`src/rtl/mbs_pkg.sv`:
```
package mbs_pkg;

    localparam int DATA_W   = 8;
    localparam int ADDR_W   = 3;
    localparam int NUM_BUF  = 1 << ADDR_W;
    localparam int NUM_RD   = NUM_BUF / 2;
    localparam int SEL_W    = ADDR_W - 1;
    localparam int DEF_DEPTH = 16;
    localparam int DEF_SETUP = 2;

    typedef logic [DATA_W-1:0] byte_t;
    typedef logic [SEL_W-1:0]  sel_t;

    typedef enum logic {
        DIR_WRITE = 1'b0,
        DIR_READ  = 1'b1
    } dir_e;

    typedef struct packed {
        logic [ADDR_W-1:0] addr;
        logic              rd;
    } access_t;

    typedef struct packed {
        logic  vld;
        logic  first;
        byte_t data;
    } rd_beat_t;

    // upper address bit marks the write half of the buffer bank
    function automatic logic is_wr_buf(input logic [ADDR_W-1:0] a);
        return a[ADDR_W-1];
    endfunction

    function automatic sel_t buf_sel(input logic [ADDR_W-1:0] a);
        return a[SEL_W-1:0];
    endfunction

endpackage

```
`src/rtl/mbs_fifo.sv`:
```
module mbs_fifo #(
    parameter int WIDTH = 8,
    parameter int DEPTH = 16
) (
    input  logic             clk,
    input  logic             rst,
    input  logic             push,
    input  logic             pop,
    input  logic [WIDTH-1:0] din,
    output logic [WIDTH-1:0] dout,
    output logic             full,
    output logic             empty
);
    localparam int PTR_W = $clog2(DEPTH);

    logic [WIDTH-1:0] mem [DEPTH];
    logic [PTR_W:0]   wp, rp;
    logic             do_push, do_pop;

    assign empty   = (wp == rp);
    assign full    = (wp[PTR_W] != rp[PTR_W]) && (wp[PTR_W-1:0] == rp[PTR_W-1:0]);
    assign do_push = push && !full;
    assign do_pop  = pop && !empty;
    assign dout    = mem[rp[PTR_W-1:0]];

    always_ff @(posedge clk) begin
        if (rst) begin
            wp <= '0;
            rp <= '0;
        end else begin
            if (do_push) wp <= wp + 1'b1;
            if (do_pop)  rp <= rp + 1'b1;
        end
    end

    always_ff @(posedge clk) begin
        if (do_push) mem[wp[PTR_W-1:0]] <= din;
    end

endmodule

```
`src/rtl/mbs_setup_gate.sv`:
```
module mbs_setup_gate
    import mbs_pkg::*;
#(
    parameter int SETUP_CYC = DEF_SETUP
) (
    input  logic    clk,
    input  logic    rst,
    input  access_t cur,
    output logic    setup_ok
);
    localparam int CNT_W = $clog2(SETUP_CYC + 1);

    access_t          prev_q;
    logic [CNT_W-1:0] cnt_q;

    always_ff @(posedge clk) begin
        if (rst) begin
            prev_q <= '0;
            cnt_q  <= '0;
        end else if (cur != prev_q) begin
            prev_q <= cur;
            cnt_q  <= CNT_W'(1);
        end else if (cnt_q != CNT_W'(SETUP_CYC)) begin
            cnt_q <= cnt_q + 1'b1;
        end
    end

    assign setup_ok = (cur == prev_q) && (cnt_q == CNT_W'(SETUP_CYC));

endmodule

```
`src/rtl/mbs_seq.sv`:
```
module mbs_seq
    import mbs_pkg::*;
(
    input  logic  clk,
    input  logic  rst,
    input  logic  en,
    input  logic  setup_ok,
    input  logic  rd_fire,
    input  logic  wr_fire,
    input  byte_t rd_byte,
    output logic  av,
    output logic  sync,
    output byte_t rdata
);
    logic     burst_q;
    rd_beat_t beat_q;

    always_ff @(posedge clk) begin
        if (rst) begin
            burst_q <= 1'b0;
        end else if (!en || !setup_ok) begin
            burst_q <= 1'b0;
        end else if (rd_fire || wr_fire) begin
            burst_q <= 1'b1;
        end
    end

    always_ff @(posedge clk) begin
        if (rst) begin
            beat_q <= '0;
        end else begin
            beat_q.vld   <= rd_fire;
            beat_q.first <= rd_fire && !burst_q;
            beat_q.data  <= rd_fire ? rd_byte : '0;
        end
    end

    assign av    = beat_q.vld;
    assign rdata = beat_q.data;
    // read first-byte marker is registered; write marker follows enable in-cycle
    assign sync  = beat_q.first | (wr_fire && !burst_q);

endmodule

```
`src/rtl/mbs_port.sv`:
```
module mbs_port
    import mbs_pkg::*;
#(
    parameter int FIFO_DEPTH = DEF_DEPTH,
    parameter int SETUP_CYC  = DEF_SETUP
) (
    input  logic              clk,
    input  logic              rst,
    input  logic [ADDR_W-1:0] port_addr,
    input  logic              port_rd,
    input  logic              port_en,
    input  logic [DATA_W-1:0] port_wdata,
    output logic              port_av,
    output logic              port_sync,
    output logic [DATA_W-1:0] port_rdata,
    input  logic              fill_en,
    input  logic [SEL_W-1:0]  fill_sel,
    input  logic [DATA_W-1:0] fill_data,
    input  logic              drain_en,
    input  logic [SEL_W-1:0]  drain_sel,
    output logic [DATA_W-1:0] drain_data,
    output logic [NUM_RD-1:0] drain_vld,
    output logic [NUM_RD-1:0] ovf_flags
);
    access_t cur;
    dir_e    dir;
    sel_t    sel;
    logic    wr_side;
    logic    setup_ok;
    logic    rd_fire, wr_fire;

    byte_t             rd_head [NUM_RD];
    byte_t             wr_head [NUM_RD];
    logic [NUM_RD-1:0] rd_empty, rd_full;
    logic [NUM_RD-1:0] wr_empty, wr_full;
    logic [NUM_RD-1:0] ovf_set;
    logic [NUM_RD-1:0] ovf_q;

    assign cur     = '{addr: port_addr, rd: port_rd};
    assign dir     = dir_e'(port_rd);
    assign sel     = buf_sel(port_addr);
    assign wr_side = is_wr_buf(port_addr);

    mbs_setup_gate #(.SETUP_CYC(SETUP_CYC)) setup_i (
        .clk      (clk),
        .rst      (rst),
        .cur      (cur),
        .setup_ok (setup_ok)
    );

    assign rd_fire = port_en && setup_ok && (dir == DIR_READ) && !wr_side && !rd_empty[sel];
    assign wr_fire = port_en && setup_ok && (dir == DIR_WRITE) && wr_side;

    for (genvar g = 0; g < NUM_RD; g++) begin : g_lane
        mbs_fifo #(.WIDTH(DATA_W), .DEPTH(FIFO_DEPTH)) rd_buf_i (
            .clk   (clk),
            .rst   (rst),
            .push  (fill_en && (fill_sel == sel_t'(g))),
            .pop   (rd_fire && (sel == sel_t'(g))),
            .din   (fill_data),
            .dout  (rd_head[g]),
            .full  (rd_full[g]),
            .empty (rd_empty[g])
        );

        mbs_fifo #(.WIDTH(DATA_W), .DEPTH(FIFO_DEPTH)) wr_buf_i (
            .clk   (clk),
            .rst   (rst),
            .push  (wr_fire && (sel == sel_t'(g))),
            .pop   (drain_en && (drain_sel == sel_t'(g))),
            .din   (port_wdata),
            .dout  (wr_head[g]),
            .full  (wr_full[g]),
            .empty (wr_empty[g])
        );

        assign ovf_set[g] = wr_fire && (sel == sel_t'(g)) && wr_full[g];
    end

    always_ff @(posedge clk) begin
        if (rst) ovf_q <= '0;
        else     ovf_q <= ovf_q | ovf_set;
    end

    mbs_seq seq_i (
        .clk      (clk),
        .rst      (rst),
        .en       (port_en),
        .setup_ok (setup_ok),
        .rd_fire  (rd_fire),
        .wr_fire  (wr_fire),
        .rd_byte  (rd_head[sel]),
        .av       (port_av),
        .sync     (port_sync),
        .rdata    (port_rdata)
    );

    assign drain_data = wr_head[drain_sel];
    assign drain_vld  = ~wr_empty;
    assign ovf_flags  = ovf_q;

    // read buffer fullness only gates the link push inside the FIFO
    logic unused_full;
    assign unused_full = ^rd_full;

endmodule

```
`config.mk`:
```
export PLATFORM = sky130hd
export DESIGN_NAME = mbs_port
export DESIGN_NICKNAME = d
export VERILOG_FILES = /design/src/rtl/mbs_pkg.sv /design/src/rtl/mbs_fifo.sv /design/src/rtl/mbs_setup_gate.sv /design/src/rtl/mbs_seq.sv /design/src/rtl/mbs_port.sv
export SDC_FILE = /design/constraint.sdc
export NUM_CORES = 1
export LEC_CHECK = 0
export BUFFER_PORTS_ARGS = -buffer_cell sky130_fd_sc_hd__buf_2
export CORE_UTILIZATION = 50
export DETAILED_ROUTE_END_ITERATION = 10
export PLACE_DENSITY = 0.65
export SLEW_MARGIN = 20
export SYNTH_ARGS = -nofsm -noshare
export SYNTH_HDL_FRONTEND = slang
export SYNTH_HIERARCHICAL = 1
export SYNTH_SLANG_ARGS = --single-unit
```
`constraint.sdc`:
```
create_clock -name clk -period 6.8 [get_ports clk]
set_input_delay 0.34 -clock clk [delete_from_list [all_inputs] [get_ports clk]]
set_output_delay 0.34 -clock clk [all_outputs]
set_load 0.02 [all_outputs]
```
==> flow_metrics.env <==
export IMPL_synth_cell_area_um2=48100
export IMPL_cts_setup_buffers=0
export IMPL_cts_inserted_buffers=114
export IMPL_postSynthRegisterBits=1157
export IMPL_floorplan_io_pins=55
export IMPL_synth_top_area_cell="sky130_fd_sc_hd__edfxtp_1"
export IMPL_gp_congestion=0.873
export IMPL_die_width_um=312
export IMPL_grt_pass1_vias=24000
export IMPL_power_leakage_uw=0.0173
export IMPL_worst_setup_path_start_kind="register"
export IMPL_critPathMaxStageDelay_ns=0.99
export IMPL_clk_insertion_delay_late_ns=0.69
export IMPL_synthDominantCellAreaShare=0.639
export IMPL_fin_tns_setup_ns=0
export IMPL_wire_per_inst_um=27.9
export IMPL_grt_pass1_wl_mm=158
export IMPL_regArea_um2=33400
export IMPL_remaining_drc_errors=0
export IMPL_maxSlewHeadroom=0.261
export IMPL_clkSlewWorstSetupHoldPaths_ns=0.06
export IMPL_synthMuxAreaShare=0.187
export IMPL_numPortBuffers=54
export IMPL_cp_slowest_cell="sky130_fd_sc_hd__dfxtp_2"
export IMPL_status="finished clean"
export IMPL_clock_tree_from_tritoncts="done"
export IMPL_detailedRoute_firstPassIterationCount=5
export IMPL_detail_route_wirelength_mm=107
export IMPL_crit_path_cell_trace="mux4_1, mux4_2, mux4_1, buf_2"
export IMPL_arrival_worst_endpoint_ns=3.72
export IMPL_worst_hold_path_type="in2reg"
export IMPL_timing_worst_setup_path_type="reg2out"
export IMPL_num_fill_cells=6997
export IMPL_floorplan_initialDensity=0.505
export IMPL_hpwl_mm=66.1
export IMPL_final_layout_size_suffix_gt1_frac=0.175
export IMPL_synth_compound_area_frac=0.0266
export IMPL_ys_types=55
export IMPL_cap_violations=0
export IMPL_multi_input_gate_area_in_the_final_layout_um2=13500
export IMPL_overflow=0
export IMPL_global_route_usage_over_all_layers=0.219
export IMPL_power_per_cell_area_nw_per_um2=282
export IMPL_syn_instance_count=2389
export IMPL_cts_htree_levels=3
export IMPL_via_count=23900
export IMPL_drt_initial_drc_count=2555
export IMPL_synthesis_area_per_instance_um2=20.1
export IMPL_final_setup_viol_count=0
export IMPL_flow_area_growth_from_synthesis_pct=10.7
export IMPL_min_period_ns=4.06
export IMPL_rows=113
export IMPL_max_clock_freq_ghz=0.247
export IMPL_yosys_area_share_xor_xnor=0.00965
export IMPL_ys_async_sr_fraction=0
export IMPL_yosysWarnings=6
export IMPL_grt_start_max_net_pins=65
export IMPL_synth_yosys_seq_area_share=0.695
export IMPL_combined_buffer_and_inverter_count_along_the_critical_path=1
export IMPL_critPathCaptureType="output port"
export IMPL_yosys_area_share_adder=0.0107
export IMPL_diodes=0
export IMPL_post_route_util=0.560
export IMPL_synth_ff_type="sky130_fd_sc_hd__edfxtp_1"
export IMPL_synth_edf_count=1024
export IMPL_critical_path_peak_fanout=32
export IMPL_cts_root_buf="sky130_fd_sc_hd__clkbuf_16"
export IMPL_drt_antenna_violating_nets=0
export IMPL_avgViaCountPerCell=6.25
export IMPL_vdd_ir_drop_max_mv=0.237
export IMPL_die_height_um=312
export IMPL_rsz_0062_raised_after_global_routing="false"
export IMPL_fin_skew_ns=0.0237
export IMPL_post_synth_and_or_nand_nor_area_fraction=0.0458
export IMPL_slew_viol_final=0
export IMPL_hold_viol_final=0
export IMPL_worst_slew_pin_slew_ns=1.11
export IMPL_critPathMostFrequentCell="sky130_fd_sc_hd__mux4_1"
export IMPL_cts_sinks=1157
export IMPL_design_die_area_um2=97400
export IMPL_critical_path_top_delay_family="multiplexers"
export IMPL_syn_nets=2459
export IMPL_antenna_found_initial=2
export IMPL_crit_required_ns=6.46
export IMPL_synthTopCellsByArea="sky130_fd_sc_hd__edfxtp_1 (64%), sky130_fd_sc_hd__mux4_1 (11%), sky130_fd_sc_hd__mux4_2 (5.9%)"
export IMPL_final_min_period_over_clock_period=0.597
export IMPL_final_net_count=2524
export IMPL_main_combinational_cell_family_by_area_after_synthesis="multiplexers"
export IMPL_cts_buffer_depth=3
export IMPL_core_area_um2=95200
-- cell type report --
cell class | count | area share
inverter | 82 | 0.00578
timing repair buffer | 74 | 0.00876
tap | 1265 | 0.0297
sequential | 1157 | 0.628
clock inverter | 67 | 0.0160
clock buffer | 147 | 0.0593
multi-input combinational | 1025 | 0.253
-- metrics by stage --
| stage | total power (µW) | area [µm²] | setup WS (ns) | hold WS (ns) | cells |
|---|---|---|---|---|---|
| 3_3_place_gp | 8520 | 49200 | 2.72 | 0.440 | 3599 |
| 3_5_place_dp | 8540 | 49200 | 2.62 | 0.444 | 3599 |
| 6_report | 15000 | 53300 | 2.74 | 0.0811 | 3817 |
| 5_1_grt | 15400 | 53300 | 2.61 | 0.0917 | 3817 |
| 4_1_cts | 15100 | 53200 | 2.65 | 0.0257 | 3816 |
| 2_1_floorplan | 8270 | 48100 | 4.02 | 0.409 | 2389 |
-- what timing repair did --
item	4_1_cts	5_1_grt
hold buffers	3	0
gates resized for setup	0	0
hold endpoints to repair	3	0
-- cells by family (layout without fill, tap and decap cells) --
group           count (synthesis)  count (layout)
mux                           393             393
flops                        1157            1157
compound gates                167             167
simple gates                  371             371
buf+inv                       207             370
xor+xnor                       53              53
fa+ha+maj                      41              41
-- report_power, final --
group | switching (µW) | leakage, µW | internal [µW] | total [µW]
Sequential | 71.9 | 0.0103 | 7760 | 7830
Combinational | 359 | 0.00507 | 197 | 556
Clock | 2650 | 0.00195 | 4000 | 6650
Total | 3080 | 0.0173 | 12000 | 15000
-- Yosys cell counts, types with 2 or more instances --
master,instances
sky130_fd_sc_hd__a21boi_2,7
sky130_fd_sc_hd__mux2i_1,16
sky130_fd_sc_hd__ha_1,41
sky130_fd_sc_hd__nand4_1,32
sky130_fd_sc_hd__buf_6,12
sky130_fd_sc_hd__nor4_1,9
sky130_fd_sc_hd__o31ai_1,8
sky130_fd_sc_hd__and2_1,17
sky130_fd_sc_hd__mux2_2,33
sky130_fd_sc_hd__o2111ai_1,8
sky130_fd_sc_hd__mux4_2,127
sky130_fd_sc_hd__a211oi_1,16
sky130_fd_sc_hd__clkbuf_1,32
sky130_fd_sc_hd__buf_8,15
sky130_fd_sc_hd__buf_1,32
sky130_fd_sc_hd__o32ai_1,3
sky130_fd_sc_hd__dfxtp_1,133
sky130_fd_sc_hd__and3b_1,2
sky130_fd_sc_hd__a21oi_1,34
sky130_fd_sc_hd__xor2_1,13
sky130_fd_sc_hd__nand2b_1,6
sky130_fd_sc_hd__mux2_1,7
sky130_fd_sc_hd__a311o_1,16
sky130_fd_sc_hd__nor2b_1,28
sky130_fd_sc_hd__and3_1,102
sky130_fd_sc_hd__clkinv_1,8
sky130_fd_sc_hd__mux4_1,210
sky130_fd_sc_hd__o21ai_0,16
sky130_fd_sc_hd__nor3_1,6
sky130_fd_sc_hd__a211o_1,8
sky130_fd_sc_hd__nor3b_1,2
sky130_fd_sc_hd__nand2_1,28
sky130_fd_sc_hd__o311ai_0,32
sky130_fd_sc_hd__nor2_1,72
sky130_fd_sc_hd__buf_2,16
sky130_fd_sc_hd__edfxtp_1,1024
sky130_fd_sc_hd__o211ai_1,8
sky130_fd_sc_hd__buf_12,8
sky130_fd_sc_hd__inv_1,74
sky130_fd_sc_hd__nand3_1,16
sky130_fd_sc_hd__a21oi_2,8
sky130_fd_sc_hd__xnor2_1,40
sky130_fd_sc_hd__buf_4,9
sky130_fd_sc_hd__and4_1,44
-- per-layer routing --
| metal | routed length [µm] | GRT usage | vias to the layer above |
|---|---|---|---|
| met5 | 13 | 0 | - |
| met4 | 3030 | 0.0684 | 2 |
| met3 | 5970 | 0.0276 | 170 |
| met1 | 44900 | 0.307 | 12500 |
| met2 | 52700 | 0.361 | 943 |
| li1 | - | - | 10200 |
-- placed cells by master, fill, tap and decap left out, drive strengths merged, types with 10 or more instances in the layout --
cell type and instances:
clkbuf 147, o21ai 16, ha 41, o311ai 32, inv 79, buf 71
clkinv 45, a211oi 16, nor4 10, nand3 16, nor2b 29, bufinv 19
nor2 72, nand4 32, mux2 40, and3 102, a21oi 42, xnor2 40
dfxtp 133, nand2 28, and2 18, a311o 16, edfxtp 1024, and4 44
mux2i 16, mux4 337, xor2 13
-- state kept, by name (all words and copies together), names as in the netlist, 2 cells and up, named ones only --
signal and count:
g_lane.rd_buf_i/mem 512, g_lane.wr_buf_i/mem 512, g_lane.rd_buf_i/rp 20, g_lane.rd_buf_i/wp 20, g_lane.wr_buf_i/rp 20, g_lane.wr_buf_i/wp 20, seq_i/rdata 8, ovf_flags 4
setup_i/prev_q 4, setup_i/cnt_q 2
-- worst paths after layout --
path | start | end | slack [ns] | cells after the start
worst min register to register | ovf_flags[2] | ovf_flags[2] | 0.45 | 2
worst min-delay path | rst | setup_i/prev_q[0] | 0.08 | 2
worst max-delay path | register | drain_data[0] | 2.74 | 4
worst max register to register | setup_i/prev_q[1] | g_lane[0].wr_buf_i/mem[6][3] | 3.02 | 8
Power figures use the tool's default switching activity.
